==> src/rtl/dma_regs_pkg.sv <==
package dma_regs_pkg;
  localparam int MODE_W = 6;

  localparam logic [3:0] OFS_CMD     = 4'h8;
  localparam logic [3:0] OFS_REQ     = 4'h9;
  localparam logic [3:0] OFS_SMASK   = 4'hA;
  localparam logic [3:0] OFS_MODE    = 4'hB;
  localparam logic [3:0] OFS_CLRPTR  = 4'hC;
  localparam logic [3:0] OFS_MCLR    = 4'hD;
  localparam logic [3:0] OFS_CLRMASK = 4'hE;
  localparam logic [3:0] OFS_ALLMASK = 4'hF;

  // stored mode field: data byte bits 7:2
  typedef struct packed {
    logic [1:0] kind;   // data[7:6]: transfer kind (single/block/cascade)
    logic       dec;    // data[5]: address decrement
    logic       auto;   // data[4]: auto-initialise
    logic [1:0] dir;    // data[3:2]: transfer direction
  } mode_t;
endpackage

==> src/rtl/dma_byte_ptr.sv <==
module dma_byte_ptr (
  input  logic clk,
  input  logic rst,
  input  logic acc,
  input  logic clr,
  output logic hi
);
  always_ff @(posedge clk) begin
    if (rst || clr) hi <= 1'b0;
    else if (acc)   hi <= ~hi;
  end

  assert_ptr_toggle_R2: assert property (@(posedge clk) disable iff (rst)
    (acc && !clr) |=> (hi != $past(hi)));
  assert_ptr_clear_R2: assert property (@(posedge clk) disable iff (rst)
    clr |=> !hi);
endmodule

==> src/rtl/dma_chan_slice.sv <==
module dma_chan_slice import dma_regs_pkg::*; #(
  parameter int DW = 8
) (
  input  logic              clk,
  input  logic              rst,
  input  logic              wr_addr,
  input  logic              wr_cnt,
  input  logic              hi,
  input  logic [DW-1:0]     wdata,
  input  logic              mode_wr,
  input  logic [MODE_W-1:0] mode_data,
  input  logic              step,
  output logic [2*DW-1:0]   cur_addr,
  output logic [2*DW-1:0]   cur_cnt,
  output logic [MODE_W-1:0] mode,
  output logic              tc_evt
);
  localparam int W = 2*DW;

  logic [W-1:0] base_addr, base_cnt;
  mode_t        mode_q;
  logic         any_wr, step_ok, at_zero;

  assign any_wr  = wr_addr | wr_cnt;
  assign step_ok = step & ~any_wr;
  assign at_zero = (cur_cnt == '0);
  assign tc_evt  = step_ok & at_zero;
  assign mode    = mode_q;

  always_ff @(posedge clk) begin
    if (rst) begin
      base_addr <= '0;
      cur_addr  <= '0;
    end else if (wr_addr) begin
      if (hi) begin
        base_addr[W-1:DW] <= wdata;
        cur_addr[W-1:DW]  <= wdata;
      end else begin
        base_addr[DW-1:0] <= wdata;
        cur_addr[DW-1:0]  <= wdata;
      end
    end else if (step_ok && !wr_cnt) begin
      if (at_zero && mode_q.auto) cur_addr <= base_addr;
      else if (mode_q.dec)        cur_addr <= cur_addr - 1'b1;
      else                        cur_addr <= cur_addr + 1'b1;
    end
  end

  always_ff @(posedge clk) begin
    if (rst) begin
      base_cnt <= '0;
      cur_cnt  <= '0;
    end else if (wr_cnt) begin
      if (hi) begin
        base_cnt[W-1:DW] <= wdata;
        cur_cnt[W-1:DW]  <= wdata;
      end else begin
        base_cnt[DW-1:0] <= wdata;
        cur_cnt[DW-1:0]  <= wdata;
      end
    end else if (step_ok && !wr_addr) begin
      if (at_zero && mode_q.auto) cur_cnt <= base_cnt;
      else                        cur_cnt <= cur_cnt - 1'b1;
    end
  end

  always_ff @(posedge clk) begin
    if (rst)          mode_q <= '0;
    else if (mode_wr) mode_q <= mode_t'(mode_data);
  end

  assert_base_cur_addr_R3: assert property (@(posedge clk) disable iff (rst)
    wr_addr |=> (base_addr == cur_addr) || $past(base_addr != cur_addr));
  assert_wrap_R9: assert property (@(posedge clk) disable iff (rst)
    (tc_evt && !mode_q.auto) |=> (cur_cnt == {W{1'b1}}));
  assert_reload_R9: assert property (@(posedge clk) disable iff (rst)
    (tc_evt && mode_q.auto) |=> (cur_cnt == base_cnt) && (cur_addr == base_addr));
endmodule

==> src/rtl/dma_ctrl_regs.sv <==
module dma_ctrl_regs import dma_regs_pkg::*; #(
  parameter int NCH = 4,
  parameter int DW  = 8
) (
  input  logic           clk,
  input  logic           rst,
  input  logic           wr,
  input  logic           rd,
  input  logic [3:0]     addr,
  input  logic [DW-1:0]  wdata,
  input  logic [NCH-1:0] tc_evt,
  input  logic [NCH-1:0] dev_req,
  output logic [NCH-1:0] mask,
  output logic [DW-1:0]  cmd,
  output logic [NCH-1:0] req,
  output logic [DW-1:0]  status
);
  localparam int CHW = $clog2(NCH);

  logic [NCH-1:0] tc;
  logic [CHW-1:0] wch;
  logic           mclr, stat_rd;

  assign wch     = wdata[CHW-1:0];
  assign mclr    = wr && (addr == OFS_MCLR);
  assign stat_rd = rd && (addr == OFS_CMD);

  always_comb begin
    status = '0;
    status[NCH-1:0]     = tc;
    status[2*NCH-1:NCH] = req | dev_req;
  end

  always_ff @(posedge clk) begin
    if (rst || mclr)                         mask <= '1;
    else if (wr && addr == OFS_CLRMASK)      mask <= '0;
    else if (wr && addr == OFS_ALLMASK)      mask <= wdata[NCH-1:0];
    else if (wr && addr == OFS_SMASK)        mask[wch] <= wdata[2];
  end

  always_ff @(posedge clk) begin
    if (rst || mclr)                 cmd <= '0;
    else if (wr && addr == OFS_CMD)  cmd <= wdata;
  end

  always_ff @(posedge clk) begin
    if (rst || mclr)                 req <= '0;
    else if (wr && addr == OFS_REQ)  req[wch] <= wdata[2];
  end

  always_ff @(posedge clk) begin
    if (rst || mclr) tc <= '0;
    else             tc <= (stat_rd ? '0 : tc) | tc_evt;
  end

  assert_mclr_R8: assert property (@(posedge clk) disable iff (rst)
    mclr |=> (mask == '1) && (cmd == '0) && (req == '0) && (tc == '0));
  assert_smask_R5: assert property (@(posedge clk) disable iff (rst)
    (wr && addr == OFS_SMASK) |=> (((mask >> $past(wch)) & 1'b1) == NCH'($past(wdata[2]))));
  assert_stat_clear_R7: assert property (@(posedge clk) disable iff (rst)
    (stat_rd && tc_evt == '0) |=> (tc == '0));
  assert_tc_set_R9: assert property (@(posedge clk) disable iff (rst)
    (tc_evt != '0) |=> ((tc & $past(tc_evt)) == $past(tc_evt)));
endmodule

==> src/rtl/dma_chan_regs.sv <==
module dma_chan_regs import dma_regs_pkg::*; #(
  parameter int NCH = 4,
  parameter int DW  = 8
) (
  input  logic                clk,
  input  logic                rst,
  input  logic                bus_wr,
  input  logic                bus_rd,
  input  logic [3:0]          bus_addr,
  input  logic [DW-1:0]       bus_wdata,
  output logic [DW-1:0]       bus_rdata,
  input  logic [NCH-1:0]      eng_step,
  input  logic [NCH-1:0]      dev_req,
  output logic [NCH*2*DW-1:0] ch_addr,
  output logic [NCH*2*DW-1:0] ch_count,
  output logic [NCH*MODE_W-1:0] ch_mode,
  output logic [NCH-1:0]      ch_mask,
  output logic [DW-1:0]       cmd_q,
  output logic [NCH-1:0]      req_q
);
  localparam int W   = 2*DW;
  localparam int CHW = $clog2(NCH);
  localparam logic [3:0] CH_PORTS = 4'(2*NCH);

  logic           rd_en, chan_hit, chan_acc, ptr_clr, ptr_hi, is_cnt;
  logic [CHW-1:0] ch_idx;
  logic [NCH-1:0] tc_evt;
  logic [DW-1:0]  status, rd_mux;
  logic [W-1:0]   rd_word;

  assign rd_en    = bus_rd & ~bus_wr;
  assign chan_hit = (bus_addr < CH_PORTS);
  assign chan_acc = (bus_wr | rd_en) & chan_hit;
  assign ptr_clr  = bus_wr && (bus_addr == OFS_CLRPTR || bus_addr == OFS_MCLR);
  assign ch_idx   = bus_addr[CHW:1];
  assign is_cnt   = bus_addr[0];

  dma_byte_ptr u_ptr (
    .clk (clk), .rst (rst), .acc (chan_acc), .clr (ptr_clr), .hi (ptr_hi)
  );

  for (genvar g = 0; g < NCH; g++) begin : g_ch
    logic sel, mode_wr;
    assign sel     = chan_hit && (ch_idx == CHW'(g));
    assign mode_wr = bus_wr && (bus_addr == OFS_MODE) && (bus_wdata[CHW-1:0] == CHW'(g));
    dma_chan_slice #(.DW(DW)) u_slice (
      .clk       (clk),
      .rst       (rst),
      .wr_addr   (bus_wr & sel & ~is_cnt),
      .wr_cnt    (bus_wr & sel & is_cnt),
      .hi        (ptr_hi),
      .wdata     (bus_wdata),
      .mode_wr   (mode_wr),
      .mode_data (bus_wdata[MODE_W+1:2]),
      .step      (eng_step[g]),
      .cur_addr  (ch_addr[g*W +: W]),
      .cur_cnt   (ch_count[g*W +: W]),
      .mode      (ch_mode[g*MODE_W +: MODE_W]),
      .tc_evt    (tc_evt[g])
    );
  end

  dma_ctrl_regs #(.NCH(NCH), .DW(DW)) u_ctrl (
    .clk     (clk),
    .rst     (rst),
    .wr      (bus_wr),
    .rd      (rd_en),
    .addr    (bus_addr),
    .wdata   (bus_wdata),
    .tc_evt  (tc_evt),
    .dev_req (dev_req),
    .mask    (ch_mask),
    .cmd     (cmd_q),
    .req     (req_q),
    .status  (status)
  );

  always_comb begin
    rd_word = is_cnt ? ch_count[ch_idx*W +: W] : ch_addr[ch_idx*W +: W];
    if (chan_hit)                rd_mux = ptr_hi ? rd_word[W-1:DW] : rd_word[DW-1:0];
    else if (bus_addr == OFS_CMD) rd_mux = status;
    else                         rd_mux = '0;
  end

  always_ff @(posedge clk) begin
    if (rst)        bus_rdata <= '0;
    else if (rd_en) bus_rdata <= rd_mux;
  end

  assert_mode_store_R4: assert property (@(posedge clk) disable iff (rst)
    (bus_wr && bus_addr == OFS_MODE) |=>
      (MODE_W'(ch_mode >> ($past(bus_wdata[CHW-1:0]) * MODE_W)) == $past(bus_wdata[MODE_W+1:2])));
  assert_quiet_read_R10: assert property (@(posedge clk) disable iff (rst)
    (rd_en && bus_addr > OFS_CMD) |=> (bus_rdata == '0));
  assert_cmd_load_R6: assert property (@(posedge clk) disable iff (rst)
    (bus_wr && bus_addr == OFS_CMD) |=> (cmd_q == $past(bus_wdata)));
endmodule

==> config.mk <==
export PLATFORM = sky130hd
export DESIGN_NAME = dma_chan_regs
export DESIGN_NICKNAME = d
export VERILOG_FILES = /design/src/rtl/dma_regs_pkg.sv /design/src/rtl/dma_byte_ptr.sv /design/src/rtl/dma_chan_slice.sv /design/src/rtl/dma_ctrl_regs.sv /design/src/rtl/dma_chan_regs.sv
export SDC_FILE = /design/constraint.sdc
export NUM_CORES = 1
export LEC_CHECK = 0
export CORE_ASPECT_RATIO = 1.4
export CORE_MARGIN = 2
export CORE_UTILIZATION = 55
export CTS_CLUSTER_DIAMETER = 40
export DETAILED_ROUTE_END_ITERATION = 7
export GPL_TIMING_DRIVEN = 0
export PLACE_DENSITY_LB_ADDON = 0.25
export SLEW_MARGIN = 20
export SYNTH_ARGS = -nofsm -noshare
export SYNTH_HDL_FRONTEND = slang
export SYNTH_SLANG_ARGS = --single-unit
==> constraint.sdc <==
create_clock -name clk -period 5.1 [get_ports clk]
set_input_delay 0.765 -clock clk [delete_from_list [all_inputs] [get_ports clk]]
set_output_delay 0.765 -clock clk [all_outputs]
set_load 0.005 [all_outputs]
==> results.toml <==
[floorplan]
die_w_um = 157.5
initial_core_util_pct = 55.83
fp.dieArea_mm2 = 0.03448
core-area_mm2 = 0.03250
ioPinCount = 200
rows = 78
die_h_um = 218.9

[critical_path]
endpoint_kind = "flip-flop"
crit_family = "simple AND/OR/NAND/NOR gates"
rr_startpoint = "g_ch[2].u_slice.mode[3]"
startpoint_type = "input pin"
reg2reg_depth = 9
worst_path_most_repeated_cell = "nand2_1"
rr_endpoint = "g_ch[2].u_slice.cur_addr[12]"
cp_max_fo = 10
arrival_ps = 4300
max_stage_delay_ps = 710
regToRegSetupSlack_ps = 1590
crit_chain = "clkdlybuf4s50_1 > buf_2 > buf_2 > nand2_1 > nor2_1 > nand2_1 > nand2_1 > buf_1 > nor2_1 > a311oi_1"
worstPathRequired_ps = 5560
critical_path_class = "in -> reg"
crit_buf_inv = 4
slowest_stage = "nor2_1"

[global_route]
grt_usage_pct = 46.92
grt_max_degree = 19
grt_pass1_wl_um = 119200
grt_pass1_vias = 19120
antenna_found_initial = 3
overflow = 0

[timing]
relSlewSlack_pct = 9.473
finalSetupViolations = 0
hold_violations = 0
whs_ps = 456.1
rsz0062_at_grt = "no"
clock.fmax_mhz = 260.4
worst_pin_slew_ps = 1358
fin_crit_ps = 3840
fin_worst_skew_ps = 20.79
finalMaxSlewViolations = 0
tns_ps = 0
finalCritPeriodShare_pct = 75.29

[route]
vias = 20090
antenna_left = 0
first_iter_violations = 2520
drc = 0
routed_wirelength_um = 81650
drt-vias-per-instance = 6.770
dr.pass1.iters = 6
wl_per_cell_um = 27.52

[final_layout]
fillerInstances = 2728
antennaDiodeCount = 0
syn_to_final_growth_pct = 21.91
drive_gt1_share_pct = 6.094
postLayoutCellArea_mm2 = 0.02212
layout_common_cells = "nand2_1 (313), nor2_1 (309), dfxtp_1 (309), a21oi_1 (197), clkdlybuf4s50_1 (196)"
nets = 2589
final_common_cell = "nand2_1"

[logic_synthesis]
syn_inst = 2259
synth_ff_type = "dfxtp_1"
synthArstFlopShare_pct = 0
syn_avg_cell_area_um2 = 8.032
yosysWarningCount = 0
syn_area_mm2 = 0.01814
seq_area_frac_synth_pct = 34.09
synth_edf_count = 0
syn_nets = 2351
synth_cell_types = 75
yosys_register_bits = 309

[cts]
clockRootBuffer = "clkbuf_16"
clock_sinks = 309
cts_tree = "done"
postCtsSetupRepairBufs = 0
clk_pin_slew_ps = 60
clock_latency_ps = 560
htree_levels = 2
cts_resized = 0
cts_buffers = 40
hold_buffers = 0
clk_path_buf_depth = 3

[min_path]
whs_endpoint = "g_ch[0].u_slice.base_addr[14]"
holdPathStages = 2
hold_start = "g_ch[0].u_slice.base_addr[14]"
hold_path.class = "reg -> reg"

[power]
leakagePower_nw = 8.454
vdd_drop_max_uv = 274.1
fin_total_pwr_mw = 7.109
powerDensity_mw_per_mm2 = 321.4

[place]
routabilityCongestion = 1.054
dp_hpwl_um = 59370
placed_area_mm2 = 0.02066
io_buffers = 196

[run_status]
status = "finished, final reports clean"

[flow_run]
cap_violations = 0
logic make-up (layout without fill, tap and decap cells):
family          after synthesis  in the layout  share of synthesized area (%)
xor+xnor                     86             86                          4.151
simple gates                887            887                          21.53
mux                         134            134                          10.16
flops                       309            309                          34.09
compound gates              587            587                          21.10
buf+inv                     188            456                          4.117
fa+ha+maj                    68             68                          4.855
state kept, by name, summed over array words and instances, names as in the netlist:
| register | count |
|---|---|
| g_ch.u_slice.base_addr | 64 |
| g_ch.u_slice.base_cnt | 64 |
| g_ch.u_slice.cur_addr | 64 |
| g_ch.u_slice.cur_cnt | 64 |
| g_ch.u_slice.mode | 24 |
| bus_rdata | 8 |
| u_ctrl.cmd | 8 |
| u_ctrl.mask | 4 |
| u_ctrl.req | 4 |
| u_ctrl.tc | 4 |
| u_ptr.hi | 1 |
metrics by stage:
stage	cells	worst slack [ps]	util [%]
2_1_floorplan	2259	2221	-
5_1_grt	2967	1063	68.06
3_5_place_dp	2895	812.0	63.57
4_1_cts	2967	1328	68.02
3_3_place_gp	2895	833.9	63.56
6_report	2967	1260	68.06
routing by layer:
layer  track usage [%]  wire (µm)
met1             55.79      28480
met2             69.36      34010
met5                 0         11
met4             43.42       9302
met3             11.02       9842
cell type report:
cell class / count / area [µm²] / share of cell area [%]
multi-input combinational: 1762 / 11230 / 50.75
sequential: 309 / 6186 / 27.97
timing repair buffer: 196 / 1962 / 8.869
clock buffer: 48 / 1072 / 4.848
buffer: 165 / 663.1 / 2.998
tap: 440 / 550.5 / 2.489
clock inverter: 24 / 374.1 / 1.691
inverter: 23 / 86.33 / 0.3903
worst max-delay path by stage:
stage	end	slack, ps	cells past startpoint	from
2_1_floorplan	g_ch[2].u_slice.cur_addr[15]	2220	9	g_ch[2].u_slice.mode[3]
3_3_place_gp	g_ch[0].u_slice.base_cnt[9]	830	6	bus_wdata[1]
3_5_place_dp	g_ch[1].u_slice.base_cnt[1]	810	6	bus_wdata[1]
4_1_cts	g_ch[2].u_slice.base_addr[1]	1330	6	bus_wdata[1]
5_1_grt	g_ch[3].u_slice.cur_cnt[11]	1060	10	bus_addr[0]
6_report	g_ch[3].u_slice.cur_cnt[12]	1260	10	bus_addr[0]
Yosys cell counts (all sizes together), types with 10 or more instances:
cell type,count,area [µm²]
a221oi,15,131.4
a21oi,197,986.0
xnor2,55,481.7
o211ai,72,540.5
or3,19,118.9
ha,64,800.8
nor2b,15,93.84
mux2i,93,930.9
inv,22,82.58
a31oi,15,93.84
nand3,100,500.5
nor2,311,1170
mux4,40,900.9
dfxtp,309,6186
o31ai,11,82.58
o21ai,94,474.2
nand2,313,1175
a311oi,65,569.3
and3,10,62.56
a2111oi,13,115.1
nor4,11,75.07
buf,33,165.2
a21o,13,97.59
clkbuf,132,495.5
a211oi,45,337.8
xor2,31,271.5
or4,10,78.82
nor3,47,235.2
power by group:
part / leakage (nW) / internal [mW] / switching [mW]
Clock: 0.700 / 1.93 / 1.19
Sequential: 2.52 / 2.51 / 0.236
Combinational: 5.24 / 0.537 / 0.703
Total: 8.45 / 4.98 / 2.13
tightest hold or removal path: stages (launching register included):
cell     delay (ps)
dfxtp_1         310
nand2_1          50
a21oi_1          50
(Power assumes the default switching activity.)
